$ cat src/rtl/pt_walker_pkg.sv
package pt_walker_pkg;

    // Flag positions inside a page table entry
    localparam int FLG_PRES  = 0;
    localparam int FLG_WR    = 1;
    localparam int FLG_USR   = 2;
    localparam int FLG_ACC   = 5;
    localparam int FLG_DIRTY = 6;

    typedef enum logic [2:0] {
        WS_IDLE,
        WS_DIR_RD,
        WS_DIR_WAIT,
        WS_DIR_WB,
        WS_TBL_RD,
        WS_TBL_WAIT,
        WS_TBL_WB,
        WS_RESP
    } walk_state_e;

endpackage

$ cat src/rtl/pt_index_split.sv
module pt_index_split #(
    parameter int ADDR_W   = 32,
    parameter int DIR_BITS = 10,
    parameter int TBL_BITS = 10,
    parameter int OFF_BITS = 12
) (
    input  logic [ADDR_W-1:0]          vaddr,
    input  logic [ADDR_W-OFF_BITS-1:0] dir_frame,
    input  logic [ADDR_W-OFF_BITS-1:0] tbl_frame,
    output logic [ADDR_W-1:0]          dir_ent_addr,
    output logic [ADDR_W-1:0]          tbl_ent_addr,
    output logic [OFF_BITS-1:0]        page_off
);
    localparam int ENT_SH = $clog2(ADDR_W / 8);

    logic [DIR_BITS-1:0] dir_idx;
    logic [TBL_BITS-1:0] tbl_idx;

    assign dir_idx  = vaddr[ADDR_W-1 -: DIR_BITS];
    assign tbl_idx  = vaddr[OFF_BITS +: TBL_BITS];
    assign page_off = vaddr[OFF_BITS-1:0];

    // entry address = page base + index * entry size
    assign dir_ent_addr = {dir_frame, {OFF_BITS{1'b0}}} | (ADDR_W'(dir_idx) << ENT_SH);
    assign tbl_ent_addr = {tbl_frame, {OFF_BITS{1'b0}}} | (ADDR_W'(tbl_idx) << ENT_SH);
endmodule

$ cat src/rtl/pt_entry_eval.sv
module pt_entry_eval
    import pt_walker_pkg::*;
#(
    parameter int ENT_W = 32
) (
    input  logic [ENT_W-1:0] entry,
    input  logic             is_write,
    input  logic             is_user,
    input  logic             is_leaf,
    output logic             deny,
    output logic             need_wb,
    output logic [ENT_W-1:0] entry_upd
);
    always_comb begin
        deny = !entry[FLG_PRES]
            || (is_write && !entry[FLG_WR])
            || (is_user  && !entry[FLG_USR]);
        entry_upd = entry;
        entry_upd[FLG_ACC] = 1'b1;
        if (is_leaf && is_write) begin
            entry_upd[FLG_DIRTY] = 1'b1;
        end
        need_wb = (entry_upd != entry);
    end
endmodule

$ cat src/rtl/pt_walker.sv
module pt_walker
    import pt_walker_pkg::*;
#(
    parameter int ADDR_W   = 32,
    parameter int DIR_BITS = 10,
    parameter int TBL_BITS = 10,
    parameter int OFF_BITS = 12
) (
    input  logic                       clk,
    input  logic                       rst_n,
    input  logic                       req_valid,
    output logic                       req_ready,
    input  logic [ADDR_W-1:0]          req_vaddr,
    input  logic                       req_write,
    input  logic                       req_user,
    input  logic [ADDR_W-OFF_BITS-1:0] root_frame,
    output logic                       rsp_valid,
    input  logic                       rsp_ready,
    output logic [ADDR_W-1:0]          rsp_paddr,
    output logic                       rsp_fault,
    output logic [ADDR_W-1:0]          fault_vaddr,
    output logic                       mem_req_valid,
    input  logic                       mem_req_ready,
    output logic                       mem_req_we,
    output logic [ADDR_W-1:0]          mem_req_addr,
    output logic [ADDR_W-1:0]          mem_req_wdata,
    input  logic                       mem_rsp_valid,
    input  logic [ADDR_W-1:0]          mem_rsp_rdata
);
    localparam int FRAME_W = ADDR_W - OFF_BITS;

    typedef struct packed {
        walk_state_e        st;
        logic [ADDR_W-1:0]  va;
        logic               wr;
        logic               usr;
        logic [FRAME_W-1:0] root;
        logic [ADDR_W-1:0]  pde;
        logic [ADDR_W-1:0]  pte;
        logic [ADDR_W-1:0]  pa;
        logic               flt;
        logic [ADDR_W-1:0]  fva;
    } walk_regs_t;

    walk_regs_t r_q, r_d;

    logic [ADDR_W-1:0]   dir_addr, tbl_addr;
    logic [OFF_BITS-1:0] page_off;
    logic                ev_deny, ev_need_wb;
    logic [ADDR_W-1:0]   ev_upd;

    pt_index_split #(
        .ADDR_W  (ADDR_W),
        .DIR_BITS(DIR_BITS),
        .TBL_BITS(TBL_BITS),
        .OFF_BITS(OFF_BITS)
    ) i_split (
        .vaddr       (r_q.va),
        .dir_frame   (r_q.root),
        .tbl_frame   (r_q.pde[ADDR_W-1:OFF_BITS]),
        .dir_ent_addr(dir_addr),
        .tbl_ent_addr(tbl_addr),
        .page_off    (page_off)
    );

    pt_entry_eval #(
        .ENT_W(ADDR_W)
    ) i_eval (
        .entry    (mem_rsp_rdata),
        .is_write (r_q.wr),
        .is_user  (r_q.usr),
        .is_leaf  (r_q.st == WS_TBL_WAIT),
        .deny     (ev_deny),
        .need_wb  (ev_need_wb),
        .entry_upd(ev_upd)
    );

    // outputs decoded from the registered state
    always_comb begin
        req_ready     = (r_q.st == WS_IDLE);
        rsp_valid     = (r_q.st == WS_RESP);
        rsp_paddr     = r_q.pa;
        rsp_fault     = r_q.flt;
        fault_vaddr   = r_q.fva;
        mem_req_valid = (r_q.st == WS_DIR_RD) || (r_q.st == WS_DIR_WB)
                     || (r_q.st == WS_TBL_RD) || (r_q.st == WS_TBL_WB);
        mem_req_we    = (r_q.st == WS_DIR_WB) || (r_q.st == WS_TBL_WB);
        mem_req_addr  = ((r_q.st == WS_DIR_RD) || (r_q.st == WS_DIR_WB)) ? dir_addr : tbl_addr;
        mem_req_wdata = (r_q.st == WS_DIR_WB) ? r_q.pde : r_q.pte;
    end

    // next-state computation
    always_comb begin
        r_d = r_q;
        unique case (r_q.st)
            WS_IDLE: begin
                if (req_valid) begin
                    r_d.va   = req_vaddr;
                    r_d.wr   = req_write;
                    r_d.usr  = req_user;
                    r_d.root = root_frame;
                    r_d.st   = WS_DIR_RD;
                end
            end
            WS_DIR_RD: begin
                if (mem_req_ready) r_d.st = WS_DIR_WAIT;
            end
            WS_DIR_WAIT: begin
                if (mem_rsp_valid) begin
                    if (ev_deny) begin
                        r_d.flt = 1'b1;
                        r_d.pa  = '0;
                        r_d.fva = r_q.va;
                        r_d.st  = WS_RESP;
                    end else begin
                        r_d.pde = ev_upd;
                        r_d.st  = ev_need_wb ? WS_DIR_WB : WS_TBL_RD;
                    end
                end
            end
            WS_DIR_WB: begin
                if (mem_req_ready) r_d.st = WS_TBL_RD;
            end
            WS_TBL_RD: begin
                if (mem_req_ready) r_d.st = WS_TBL_WAIT;
            end
            WS_TBL_WAIT: begin
                if (mem_rsp_valid) begin
                    if (ev_deny) begin
                        r_d.flt = 1'b1;
                        r_d.pa  = '0;
                        r_d.fva = r_q.va;
                        r_d.st  = WS_RESP;
                    end else begin
                        r_d.flt = 1'b0;
                        r_d.pte = ev_upd;
                        r_d.pa  = {mem_rsp_rdata[ADDR_W-1:OFF_BITS], page_off};
                        r_d.st  = ev_need_wb ? WS_TBL_WB : WS_RESP;
                    end
                end
            end
            WS_TBL_WB: begin
                if (mem_req_ready) r_d.st = WS_RESP;
            end
            WS_RESP: begin
                if (rsp_ready) r_d.st = WS_IDLE;
            end
            default: r_d.st = WS_IDLE;
        endcase
    end

    always_ff @(posedge clk) begin
        if (!rst_n) begin
            r_q <= '{st: WS_IDLE, default: '0};
        end else begin
            r_q <= r_d;
        end
    end
endmodule

$ cat config.mk
export PLATFORM = sky130hd
export DESIGN_NAME = pt_walker
export DESIGN_NICKNAME = d
export VERILOG_FILES = /design/src/rtl/pt_walker_pkg.sv /design/src/rtl/pt_index_split.sv /design/src/rtl/pt_entry_eval.sv /design/src/rtl/pt_walker.sv
export SDC_FILE = /design/constraint.sdc
export NUM_CORES = 1
export LEC_CHECK = 0
export BUFFER_PORTS_ARGS = -buffer_cell sky130_fd_sc_hd__buf_2
export CORE_ASPECT_RATIO = 0.75
export CORE_MARGIN = 2
export CORE_UTILIZATION = 44
export DETAILED_ROUTE_END_ITERATION = 10
export PLACE_DENSITY = 0.7
export SLEW_MARGIN = 25
export SYNTH_ARGS = -nofsm -noshare
export SYNTH_HDL_FRONTEND = slang
export SYNTH_SLANG_ARGS = --single-unit
$ cat constraint.sdc
create_clock -name clk -period 2.31 [get_ports clk]
set_input_delay 0.1155 -clock clk [delete_from_list [all_inputs] [get_ports clk]]
set_output_delay 0.1155 -clock clk [all_outputs]
set_load 0.01 [all_outputs]
Word level (Yosys, flattened, before mapping)

Cells that the tools add are included.

Register bits: 186
Input port bits: 92
Output and inout bits: 133
Logic and storage cells: 73

Equal/unequal tests: 18
Mux-type cells: 22
Bitwise gates (word level): 3
Reductions and logical operators: 20

Operators with widths:

| kind                                                  | number |
|---|---|
| two-way mux 65 bit                                    | 3 |
| one-hot mux 65 bit (2 select lines)                   | 1 |
| two-way mux 32 bit                                    | 3 |
| OR 32 x 12 -> 32 bit                                  | 2 |
| two-way mux 57 bit                                    | 1 |
| two-way mux 33 bit                                    | 1 |
| two-way mux 3 bit                                     | 9 |
| one-hot mux 3 bit (8 select lines)                    | 1 |
| inequality test 2 bit, second input constant          | 9 |
| == test 3 bit, second input constant                  | 4 |
| AND reduction 8 bit                                   | 1 |
| == test 3 x 2 -> 1 bit, second input constant         | 2 |
| logical OR 1 bit                                      | 6 |
| AND reduction 3 bit                                   | 2 |
| AND reduction 5 bit                                   | 1 |
| AND reduction 4 bit                                   | 1 |
| == test 3 x 1 -> 1 bit, second input constant         | 1 |
| logical AND 1 bit                                     | 3 |
| zero test 1 bit                                       | 3 |
| zero test 3 bit                                       | 1 |
| two-way mux 1 bit                                     | 3 |
| inequality test 2 x 1 -> 1 bit, second input constant | 1 |
| inequality test 2 bit                                 | 1 |
| AND reduction 2 bit                                   | 1 |
| 2 further kinds                                       | 2 |

Depth between registers and ports, before layout

Gate-level depths: netlist of run 1.

Depth after elaboration: 8
Mapped depth: 7
Gate-level depth less buffers: 4

Cells and area by module

From an unflattened synthesis of run 1, not the netlist that was laid out.

Cell total of the unflattened synthesis: 1061
Area, all modules: 8851.0 µm²

By module, submodules not included:

| module         | instances | cells each | area an instance (µm²) | sequential area each (µm²) |
|---|---|---|---|---|
| pt_walker      | 1         | 946        | 8002.7                 | 3723.6 |
| pt_index_split | 1         | 77         | 574.3                  | 0.0 |
| pt_entry_eval  | 1         | 38         | 274.0                  | 0.0 |

Least setup slack after synthesis of run 1

OpenSTA, ideal clock, no wires.

Path type: register -> output
Start point: register r_q[185] (netlist bit)
End point: output mem_req_addr[10]
Data arrival time: 1481 ps
Path slack: 713 ps
Stages on the path, launching flop included: 6
Path buffers: 2
Path through: dfxtp_1 -> buf_2 -> inv_1 -> ha_1 -> clkbuf_1 -> mux2_2

Word-level cells in the longest chain between the ends: 3
Elaborated cells on any way between the ends: 4
Those cells by class: 2 x eq/ne; 1 x mux; 1 x reduce/logical

Ends and longest elaborated chain:

| item                                                                    | line             | source |
|---|---|---|
| start, declared                                                         | pt_walker.sv:45  | `walk_regs_t r_q, r_d;` |
| start signal, assigned                                                  | pt_walker.sv:156 | `r_q <= r_d;` |
| == test 3 x 1 -> 1 bit / == test 3 x 2 -> 1 bit (equally long branches) | pt_walker.sv:88  | `mem_req_addr = ((r_q.st == WS_DIR_RD) \|\| (r_q.st == WS_DIR_WB)) ? dir_addr : tbl_addr;` |
| logical OR 1 bit *                                                      | pt_walker.sv:88  |  |
| two-way mux 32 bit *                                                    | pt_walker.sv:88  |  |
| end, declared                                                           | pt_walker.sv:25  | `output logic [ADDR_W-1:0] mem_req_addr,` |

Mark *: on every way between the ends. The rest lies on a longest branch, timed or not.

Worst setup path after layout of run 1

Start point: register r_q[183] (netlist bit)
End point: output mem_req_addr[29]

The elaborated chain is that of the path after synthesis.

==> qor_table.md, run 1 <==
| Metric | Reported |
|:---|:---|
| Count of fill cells added during filler insertion | 1698 |
| Type of the worst setup path | reg2out |
| Internal reg-to-reg setup slack | 0.32 ns |
| Remaining number of nets flagged by the antenna check after routing | 0 |
| Worst R2R End | fault_vaddr[27] |
| Global-route wire length before repair | 39.3 mm |
| Min-delay worst type | in2reg |
| Yosys warnings | 0 |
| DRT Pass-1 Iters | 5 |
| Combined flip-flop and latch cell area | 0.00372 sq mm |
| R2r worst-path depth | 6 |
| Initial standard-cell utilization of the core | 0.452 |
| Vert. Die Dim | 124 microns |
| Routed WL | 25.7 mm |
| Multi-input gate area in the final layout | 0.00379 sq mm |
| Via/cell ratio | 5.41 |
| Critical path data required time | 2.19 ns |
| Cell at the root of the clock tree | clkbuf_16 |
| Gate power share | 0.252 |
| Leftover overflow at the end of global routing | 0 |
| Post-route DRC | 0 |
| Worst skew pair latency | 0.43 ns |
| Internal power contribution | 5.77 mW |
| Post-route fraction of the period consumed by the critical path | 0.905 |
| Vias | 7888 |
| Proportion of layout cells with a drive suffix above 1 | 0.294 |
| Register bit total from synthesis | 186 |
| Total clock sinks | 186 |
| Pin count of the biggest net entering global routing | 75 |
| Antenna violations before repair | 1 |
| Startpoint type of the worst setup path | register |
| Final hold vios | 0 |
| Cell area after synthesis | 0.00842 sq mm |
| Clock Pin Slew Worst Setup and Hold Paths | 0.08 ns |
| Largest fanout on the critical path | 30 |
| Setup Viol. Count Final | 0 |
| Slew at the pin with the worst max-slew slack | 0.671 ns |
| Setup repair after global routing missed its margin | no |
| Power per Cell Area | 818 mW/mm^2 |
| Clk pwr share | 0.327 |
| DPL Wire Length | 16.5 mm |
| Dpl cells | 1342 |
| Pins Over Slew Limit | 0 |
| Number of standard cells after synthesis | 999 |
| Total power draw | 8.71 mW |
| Proportion of register bits with asynchronous set or reset after synthesis | 0 |
| Arrival time at the worst endpoint | 1.97 ns |
| Number of global-route vias before repair | 7338 |
| Startpoint of the most critical setup path | r_q[183] |
| Sum of negative setup slack | 0 ns |
| Critical path capture point | mem_req_addr[29] |
| Number of synthesized flops with an enable pin | 0 |
| Final std cells w/o fill | 1458 |
| FF-to-FF Start | r_q[184] |
| Part of the Yosys area used for sequential elements | 0.442 |
| Avg Cell Area, Syn | 8.43 sq um |
| Std-Cell Core Area | 0.0186 sq mm |
| Worst VDD drop | 0.000439 V |
| Cts bufs inserted | 17 |
| Max Fclk | 0.478 GHz |
| Commonest register cell after synthesis | dfxtp_1 |
| Type of element capturing the critical path | output pin |
| Die outline width | 164 microns |
| Count of nets after finishing | 1290 |
| Routed wirelength normalized by instance count | 17.6 microns |
| Run status | complete, no violations |
| Reported leakage power | 4.58 nW |
| Max Root-Sink Buffers | 2 |
| Sw Ratio | 0.338 |
| Number of standard-cell rows in the floorplan | 43 |
| Post-synth cell types | 45 |
| Depth of the CTS H-tree | 4 |
| Number of cells on the worst hold path | 3 |
| Final setup skew | 0.0117 ns |
| Net switching power of the design | 2.94 mW |
| Syn-to-layout area delta | 26.4% |
| Max-cap violations | 0 |
| Die Footprint | 0.0203 sq mm |
| Shortest clock period the worst path allows after layout | 2.09 ns |
| Power share of the sequential group | 0.420 |
| Worst slew slack as a fraction of its limit | 0.552 |
| Top-level port count | 225 |
| CTS tree | done |
| Global placer's final weighted congestion | 0.840 |
| Port Buffers | 222 |
| Detailed router's first-iteration violation count | 782 |
| All-layer global routing usage | 0.248 |
## worst min path at each step
stage	startpoint	to	slack [ns]
after global routing	mem_rsp_rdata[14]	r_q[111]	0.02
after CTS	mem_rsp_rdata[14]	rsp_paddr[14]	0.0007
after global placement	root_frame[2]	r_q[131]	0.36
after floorplan	root_frame[0]	r_q[129]	0.25
after detailed placement	root_frame[5]	r_q[134]	0.36
final	mem_rsp_rdata[14]	rsp_paddr[14]	0.03
## flip-flops by register name (all words and copies together), names as in the netlist
name         count
rsp_paddr       32
rsp_fault        1
fault_vaddr     32
r_q            121
## metal layers
layer	track usage	vias to the layer above	share of wire
li1	-	3763	-
met5	0	-	0
met3	0.0566	39	0.069
met2	0.372	320	0.44
met1	0.355	3766	0.47
met4	0.0779	0	0.017
## cell usage after synthesis (2+ instances only)
cell | count | share of area
o21a_1 | 4 | 0.0036
nor3_1 | 4 | 0.0024
clkbuf_1 | 57 | 0.025
mux2_2 | 62 | 0.083
buf_2 | 22 | 0.013
and3b_1 | 2 | 0.0021
buf_6 | 8 | 0.011
nor2b_1 | 3 | 0.0022
o21ai_1 | 8 | 0.0048
nor4_4 | 2 | 0.0051
nor2_1 | 5 | 0.0022
a211oi_1 | 3 | 0.0027
dfxtp_1 | 186 | 0.44
mux2i_1 | 32 | 0.038
nand3_1 | 93 | 0.055
o21ai_0 | 86 | 0.051
buf_4 | 66 | 0.059
nand2b_1 | 2 | 0.0015
inv_1 | 7 | 0.0031
nand2_1 | 174 | 0.078
a21oi_1 | 149 | 0.089
## critical path: stages (launching register included)
cell,delay (ns)
dfxtp_1,0.53
ha_1,0.26
buf_12,0.23
mux2_2,0.37
buf_2,0.14
## cell families after synthesis
logic type | count (synthesis) | share of synthesized area
flops | 186 | 0.442
mux | 94 | 0.121
simple gates | 293 | 0.155
xor+xnor | 1 | 0.00104
compound gates | 262 | 0.167
fa+ha+maj | 1 | 0.00149
other cells | 1 | 0.000445
buf+inv | 161 | 0.112
## layout by cell type, fill, tap and decap left out, drive strengths merged, types with 15 or more instances in the layout
master,instances
buf,249
dfxtp,186
nand2,174
a21oi,149
o21ai,95
nand3,93
dlygate4sd3,82
mux2,62
mux2i,32
clkbuf,18
inv,15
## per-stage QoR
stage          instance area [sq um]  utilization  setup slack [ns]  hold slack (ns)
6_report                       10600        0.572             0.220           0.0306
5_1_grt                        10600        0.572             0.130           0.0166
4_1_cts                        10600        0.571             0.157         0.000725
3_5_place_dp                    9240        0.496             0.214            0.361
3_3_place_gp                    9240        0.496             0.368            0.357
2_1_floorplan                   8430            -             0.713            0.251
## cell type report
| type | instances | share of cell area |
|---|---|---|
| antenna | 1 | 0.000235 |
| clock buffer | 18 | 0.0413 |
| clock inverter | 14 | 0.0123 |
| inverter | 8 | 0.00306 |
| multi-input combinational | 653 | 0.356 |
| sequential | 186 | 0.350 |
| tap | 247 | 0.0290 |
| timing repair buffer | 331 | 0.208 |
## repair_timing
item,CTS,global route
hold buffers,82,0
endpoints found under the hold margin,122,0
setup buffers,0,0
resized for setup,0,0
## power by group through the flow
stage	Clock, mW	Combinational [mW]	Sequential [mW]
finish	2.85	2.20	3.66
global route	3.05	2.38	3.69
floorplan	0	1.42	3.64
global placement	0	2.03	3.72
CTS	2.91	2.18	3.65
detailed placement	0	2.06	3.73
Note: power is estimated with default switching activity, not from simulation.
==> inputs of run 2 (changes only) <==
--- a/config.mk
+++ b/config.mk
@@ -8,9 +8,9 @@
 export BUFFER_PORTS_ARGS = -buffer_cell sky130_fd_sc_hd__buf_2
 export CORE_ASPECT_RATIO = 0.75
 export CORE_MARGIN = 2
-export CORE_UTILIZATION = 44
+export CORE_UTILIZATION = 51
 export DETAILED_ROUTE_END_ITERATION = 10
-export PLACE_DENSITY = 0.7
+export PLACE_DENSITY = 0.79
 export SLEW_MARGIN = 25
 export SYNTH_ARGS = -nofsm -noshare
 export SYNTH_HDL_FRONTEND = slang
==> qor_table.md, run 2 (synthesized netlist as in run 1, its figures left out) <==
| Metric | Reported |
|:---|:---|
| Run status | complete, no violations |
| Internal power contribution | 5.85 mW |
| Final setup skew | 0.0118 ns |
| CTS tree | done |
| Leading cell types in the layout, fill and taps excluded | 222 x buf_2, 186 x dfxtp_1, 173 x nand2_1 |
| Ant. Diodes | 0 |
| Shortest clock period the worst path allows after layout | 2.19 ns |
| Cell at the root of the clock tree | clkbuf_16 |
| Clock Pin Slew Worst Setup and Hold Paths | 0.07 ns |
| Critical path data required time | 2.19 ns |
| Number of standard-cell rows in the floorplan | 40 |
| Type of the worst setup path | reg2out |
| Reported leakage power | 4.58 nW |
| Depth of the CTS H-tree | 4 |
| Pin count of the biggest net entering global routing | 62 |
| Total clock sinks | 186 |
| Internal reg-to-reg setup slack | 0.23 ns |
| Vert. Die Dim | 115 microns |
| Leftover overflow at the end of global routing | 0 |
| Startpoint type of the worst setup path | register |
| Global-route wire length before repair | 38.9 mm |
| Cts bufs inserted | 17 |
| Min-delay worst type | in2reg |
| Initial standard-cell utilization of the core | 0.524 |
| Min-Delay Endpoint | rsp_paddr[14] |
| Antenna violations before repair | 0 |
| Worst slew slack as a fraction of its limit | 0.500 |
| Number of flip-flops in the largest register | 121 |
| Top-level port count | 225 |
| Number of global-route vias before repair | 7550 |
| Setup Viol. Count Final | 0 |
| Number of cells on the worst hold path | 3 |
| Worst R2R End | fault_vaddr[7] |
| Final hold vios | 0 |
| FF-to-FF Start | r_q[184] |
| Die Footprint | 0.0176 sq mm |
| Largest fanout on the critical path | 30 |
| R2r worst-path depth | 5 |
| Power per Cell Area | 826 mW/mm^2 |
| Port Buffers | 222 |
| Worst VDD drop | 0.000489 V |
| Total power draw | 8.77 mW |
| DPL Wire Length | 16.1 mm |
| Remaining number of nets flagged by the antenna check after routing | 0 |
| Sw Ratio | 0.333 |
| Global placer's final weighted congestion | 0.889 |
| All-layer global routing usage | 0.278 |
| Proportion of layout cells with a drive suffix above 1 | 0.293 |
| Routed wirelength normalized by instance count | 17.8 microns |
| Routed WL | 25.2 mm |
| Number of cells upsized or downsized after cts | 0 |
| Via/cell ratio | 5.65 |
| Clk pwr share | 0.330 |
| Arrival time at the worst endpoint | 2.07 ns |
| Gate power share | 0.251 |
| Max Root-Sink Buffers | 2 |
| Min-delay src | mem_rsp_rdata[14] |
| Type of element capturing the critical path | output pin |
| Most common cell after layout, fill and taps aside | buf_2 |
| Post-route fraction of the period consumed by the critical path | 0.946 |
| Slew at the pin with the worst max-slew slack | 0.748 ns |
| Std-Cell Core Area | 0.0161 sq mm |
| Max Fclk | 0.458 GHz |
| Detailed router's first-iteration violation count | 845 |
| Worst skew pair latency | 0.43 ns |
| Pins Over Slew Limit | 0 |
| Max-cap violations | 0 |
| Count of fill cells added during filler insertion | 1319 |
| Vias | 8006 |
| Post-CTS setup repair buffer count | 0 |
| Setup repair after global routing missed its margin | no |
| Largest register by flop count | r_q |
| Power share of the sequential group | 0.419 |
| Die outline width | 152 microns |
| DRT Pass-1 Iters | 6 |
| Sum of negative setup slack | 0 ns |
| Count of nets after finishing | 1288 |
| Post-route DRC | 0 |
| Net switching power of the design | 2.92 mW |
| Syn-to-layout area delta | 26.0% |
[run 2: worst max-delay path: stages, from the launching register on]
cell and delay [ns]:
dfxtp_1 0.60, ha_1 0.28, buf_12 0.23, mux2_2 0.36, buf_2 0.14
[run 2: final cells by class]
| class | instances | area (sq um) | area share |
|---|---|---|---|
| clock buffers | 17 | 425 | 0.0401 |
| clock inverters | 15 | 160 | 0.0151 |
| inverters | 8 | 32.5 | 0.00306 |
| multi-input cells | 653 | 3790 | 0.358 |
| flip-flops and latches | 186 | 3720 | 0.351 |
| well taps | 210 | 263 | 0.0248 |
| repair buffers | 329 | 2210 | 0.209 |
[run 2: worst max-delay path by stage]
| stage | startpoint | cells past startpoint | to |
|---|---|---|---|
| 2_1_floorplan | r_q[185] | 5 | mem_req_addr[10] |
| 3_3_place_gp | r_q[150] | 4 | fault_vaddr[25] |
| 3_5_place_dp | r_q[184] | 5 | fault_vaddr[30] |
| 4_1_cts | r_q[183] | 4 | mem_req_addr[2] |
| 5_1_grt | r_q[183] | 4 | mem_req_addr[15] |
| 6_report | r_q[183] | 4 | mem_req_addr[20] |
[run 2: power groups by stage]
| stage | combinational (mW) | sequential, mW | clock [mW] |
|---|---|---|---|
| 2_1_floorplan | 1.42 | 3.64 | 0 |
| 3_3_place_gp | 2.00 | 3.72 | 0 |
| 3_5_place_dp | 2.04 | 3.74 | 0 |
| 4_1_cts | 2.16 | 3.67 | 2.93 |
| 5_1_grt | 2.36 | 3.71 | 3.07 |
| 6_report | 2.20 | 3.68 | 2.89 |
[run 2: per-stage QoR]
stage | utilization | instance area [sq um] | instances | hold slack [ns] | worst slack (ns)
2_1_floorplan | - | 8430 | 1000 | 0.251 | 0.713
3_5_place_dp | 0.573 | 9210 | 1304 | 0.361 | 0.308
3_3_place_gp | 0.572 | 9190 | 1303 | 0.358 | 0.324
4_1_cts | 0.661 | 10600 | 1418 | 0.000969 | 0.122
5_1_grt | 0.661 | 10600 | 1418 | 0.0281 | 0.0165
6_report | 0.661 | 10600 | 1418 | 0.00825 | 0.125
[run 2: layer usage]
metal,vias to the layer above,track usage,part of all wire
met4,0,0.115,0.028
met1,3756,0.378,0.45
met5,-,0,0
met2,416,0.424,0.44
li1,3762,-,-
met3,72,0.0697,0.086
[run 2: what timing repair did]
item,4_1_cts,5_1_grt
endpoints found under the setup margin,0,0
hold buffers,82,0
hold endpoints to repair,126,0
==> inputs of run 3 (changes only) <==
==> constraint.sdc (replaced) <==
create_clock -name clk -period 2.1 [get_ports clk]
set_input_delay 0.105 -clock clk [delete_from_list [all_inputs] [get_ports clk]]
set_output_delay 0.105 -clock clk [all_outputs]
set_load 0.01 [all_outputs]
==> qor_table.md, run 3 (synthesized netlist as in run 1, its figures left out) <==
| Metric | Reported |
|:---|:---|
| Run status | complete, no violations |
| Depth of the CTS H-tree | 4 |
| Largest fanout on the critical path | 15 |
| DPL Wire Length | 16.0 mm |
| Leading cell types in the layout, fill and taps excluded | 222 x buf_2, 184 x dfxtp_1, 173 x nand2_1 |
| Number of global-route vias before repair | 7549 |
| Worst skew pair latency | 0.43 ns |
| Routed WL | 25.9 mm |
| Syn-to-layout area delta | 27.1% |
| Power per Cell Area | 921 mW/mm^2 |
| Post-route fraction of the period consumed by the critical path | 0.968 |
| Number of standard-cell rows in the floorplan | 40 |
| Total clock sinks | 186 |
| Internal power contribution | 6.62 mW |
| Type of element capturing the critical path | output pin |
| Min-delay worst type | in2reg |
| Post-route met1 wirelength | 11.4 mm |
| Post-route DRC | 0 |
| Antenna violations before repair | 0 |
| Cts bufs inserted | 17 |
| Std-Cell Core Area | 0.0161 sq mm |
| Leftover overflow at the end of global routing | 0 |
| Worst VDD drop | 0.000608 V |
| DRT Pass-1 Iters | 5 |
| Slowest cell on crit path | dfxtp_4 |
| Met2 WL post-DR | 11.5 mm |
| Port Buffers | 222 |
| Clk pwr share | 0.336 |
| Proportion of layout cells with a drive suffix above 1 | 0.298 |
| Worst slew slack as a fraction of its limit | 0.524 |
| Arrival time at the worst endpoint | 1.93 ns |
| Critical path data required time | 2.00 ns |
| Most common cell after layout, fill and taps aside | buf_2 |
| Power share of the sequential group | 0.410 |
| Via/cell ratio | 5.67 |
| Number of flip-flops in the largest register | 121 |
| Critical Path, Cell by Cell | buf_4, ha_4, clkbuf_16, mux2_2, buf_2 |
| Final hold vios | 0 |
| Shortest clock period the worst path allows after layout | 2.03 ns |
| Top-level port count | 225 |
| Top delay family on crit path | buffers and inverters |
| Gate power share | 0.254 |
| Sw Ratio | 0.329 |
| Net switching power of the design | 3.24 mW |
| Pins Over Slew Limit | 0 |
| Number of buffers and inverters on the critical path | 3 |
| Count of nets after finishing | 1293 |
| Cell at the root of the clock tree | clkbuf_16 |
| Global-route wire length before repair | 39.7 mm |
| Vias | 8071 |
| Post-CTS setup repair buffer count | 0 |
| Clock Pin Slew Worst Setup and Hold Paths | 0.07 ns |
| Initial standard-cell utilization of the core | 0.524 |
| Max Fclk | 0.492 GHz |
| Hold_ws | 0.0258 ns |
| Total power draw | 9.86 mW |
| Slew at the pin with the worst max-slew slack | 0.713 ns |
| Startpoint type of the worst setup path | register |
| Max Root-Sink Buffers | 2 |
| CTS tree | done |
| Type of the worst setup path | reg2out |
| Routed wirelength normalized by instance count | 18.2 microns |
| Setup repair after global routing missed its margin | no |
| Setup Viol. Count Final | 0 |
| Pin count of the biggest net entering global routing | 61 |
| All-layer global routing usage | 0.281 |
| Detailed router's first-iteration violation count | 795 |
| Max-cap violations | 0 |
| Global placer's final weighted congestion | 0.893 |
| Sum of negative setup slack | 0 ns |
| Number of cells on the worst hold path | 2 |
| R2r worst-path depth | 5 |
| End-of-flow core utilization | 0.667 |
| Vert. Die Dim | 115 microns |
| Die outline width | 152 microns |
| Top layer in use | met4 |
| Met3 wire length | 2.48 mm |
| Reported leakage power | 4.62 nW |
| Die Footprint | 0.0176 sq mm |
| Largest register by flop count | r_q |
| Worst path depth | 5 |
| Highest cell delay on the worst timing path | 0.42 ns |
| Final setup skew | 0.0129 ns |
| Remaining number of nets flagged by the antenna check after routing | 0 |
==> run 3: metal layers <==
metal  up-vias  global-route usage
li1       3779                   -
met1      3789               0.394
met2       452               0.429
met3        51              0.0618
met4         0              0.0978
met5         -                   0
==> run 3: power by group through the flow <==
stage,Combinational [mW],Clock [mW],Sequential (mW)
6_report,2.50,3.32,4.04
5_1_grt,2.68,3.49,4.07
3_3_place_gp,2.20,0,4.09
3_5_place_dp,2.22,0,4.11
2_1_floorplan,1.56,0,4.01
4_1_cts,2.35,3.34,4.03
==> run 3: final cells by class <==
cell class | instances | area [sq um]
antenna | 1 | 2.50
clock buffer | 18 | 439
clock inverter | 14 | 163
fill | 1282 | 5360
inverter | 8 | 32.5
multi-input combinational | 653 | 3810
sequential | 186 | 3730
tap | 210 | 263
timing repair buffer | 334 | 2270
==> run 3: path summary, 6_finish.rpt <==
kind | startpoint | end | slack [ns]
hold reg to reg | r_q[145] | r_q[145] | 0.46
setup reg to reg | r_q[150] | fault_vaddr[13] | 0.16
hold / removal | rst_n | r_q[183] | 0.03
setup / recovery | r_q[183] | mem_req_addr[30] | 0.07
==> run 3: per-stage QoR <==
step                      cells  setup WS [ns]  instance area [sq um]
after floorplan            1000          0.504                   8430
after global placement     1306          0.152                   9220
after detailed placement   1306         0.0516                   9220
after CTS                  1421        0.00478                  10700
after global routing       1423        0.00870                  10700
final                      1424         0.0664                  10700
==> run 3: what timing repair did <==
action,in CTS,in global routing
cloned,0,1
hold buffers,83,0
endpoints found under the setup margin,50,46
gates resized for setup,2,4
hold endpoints to repair,128,0
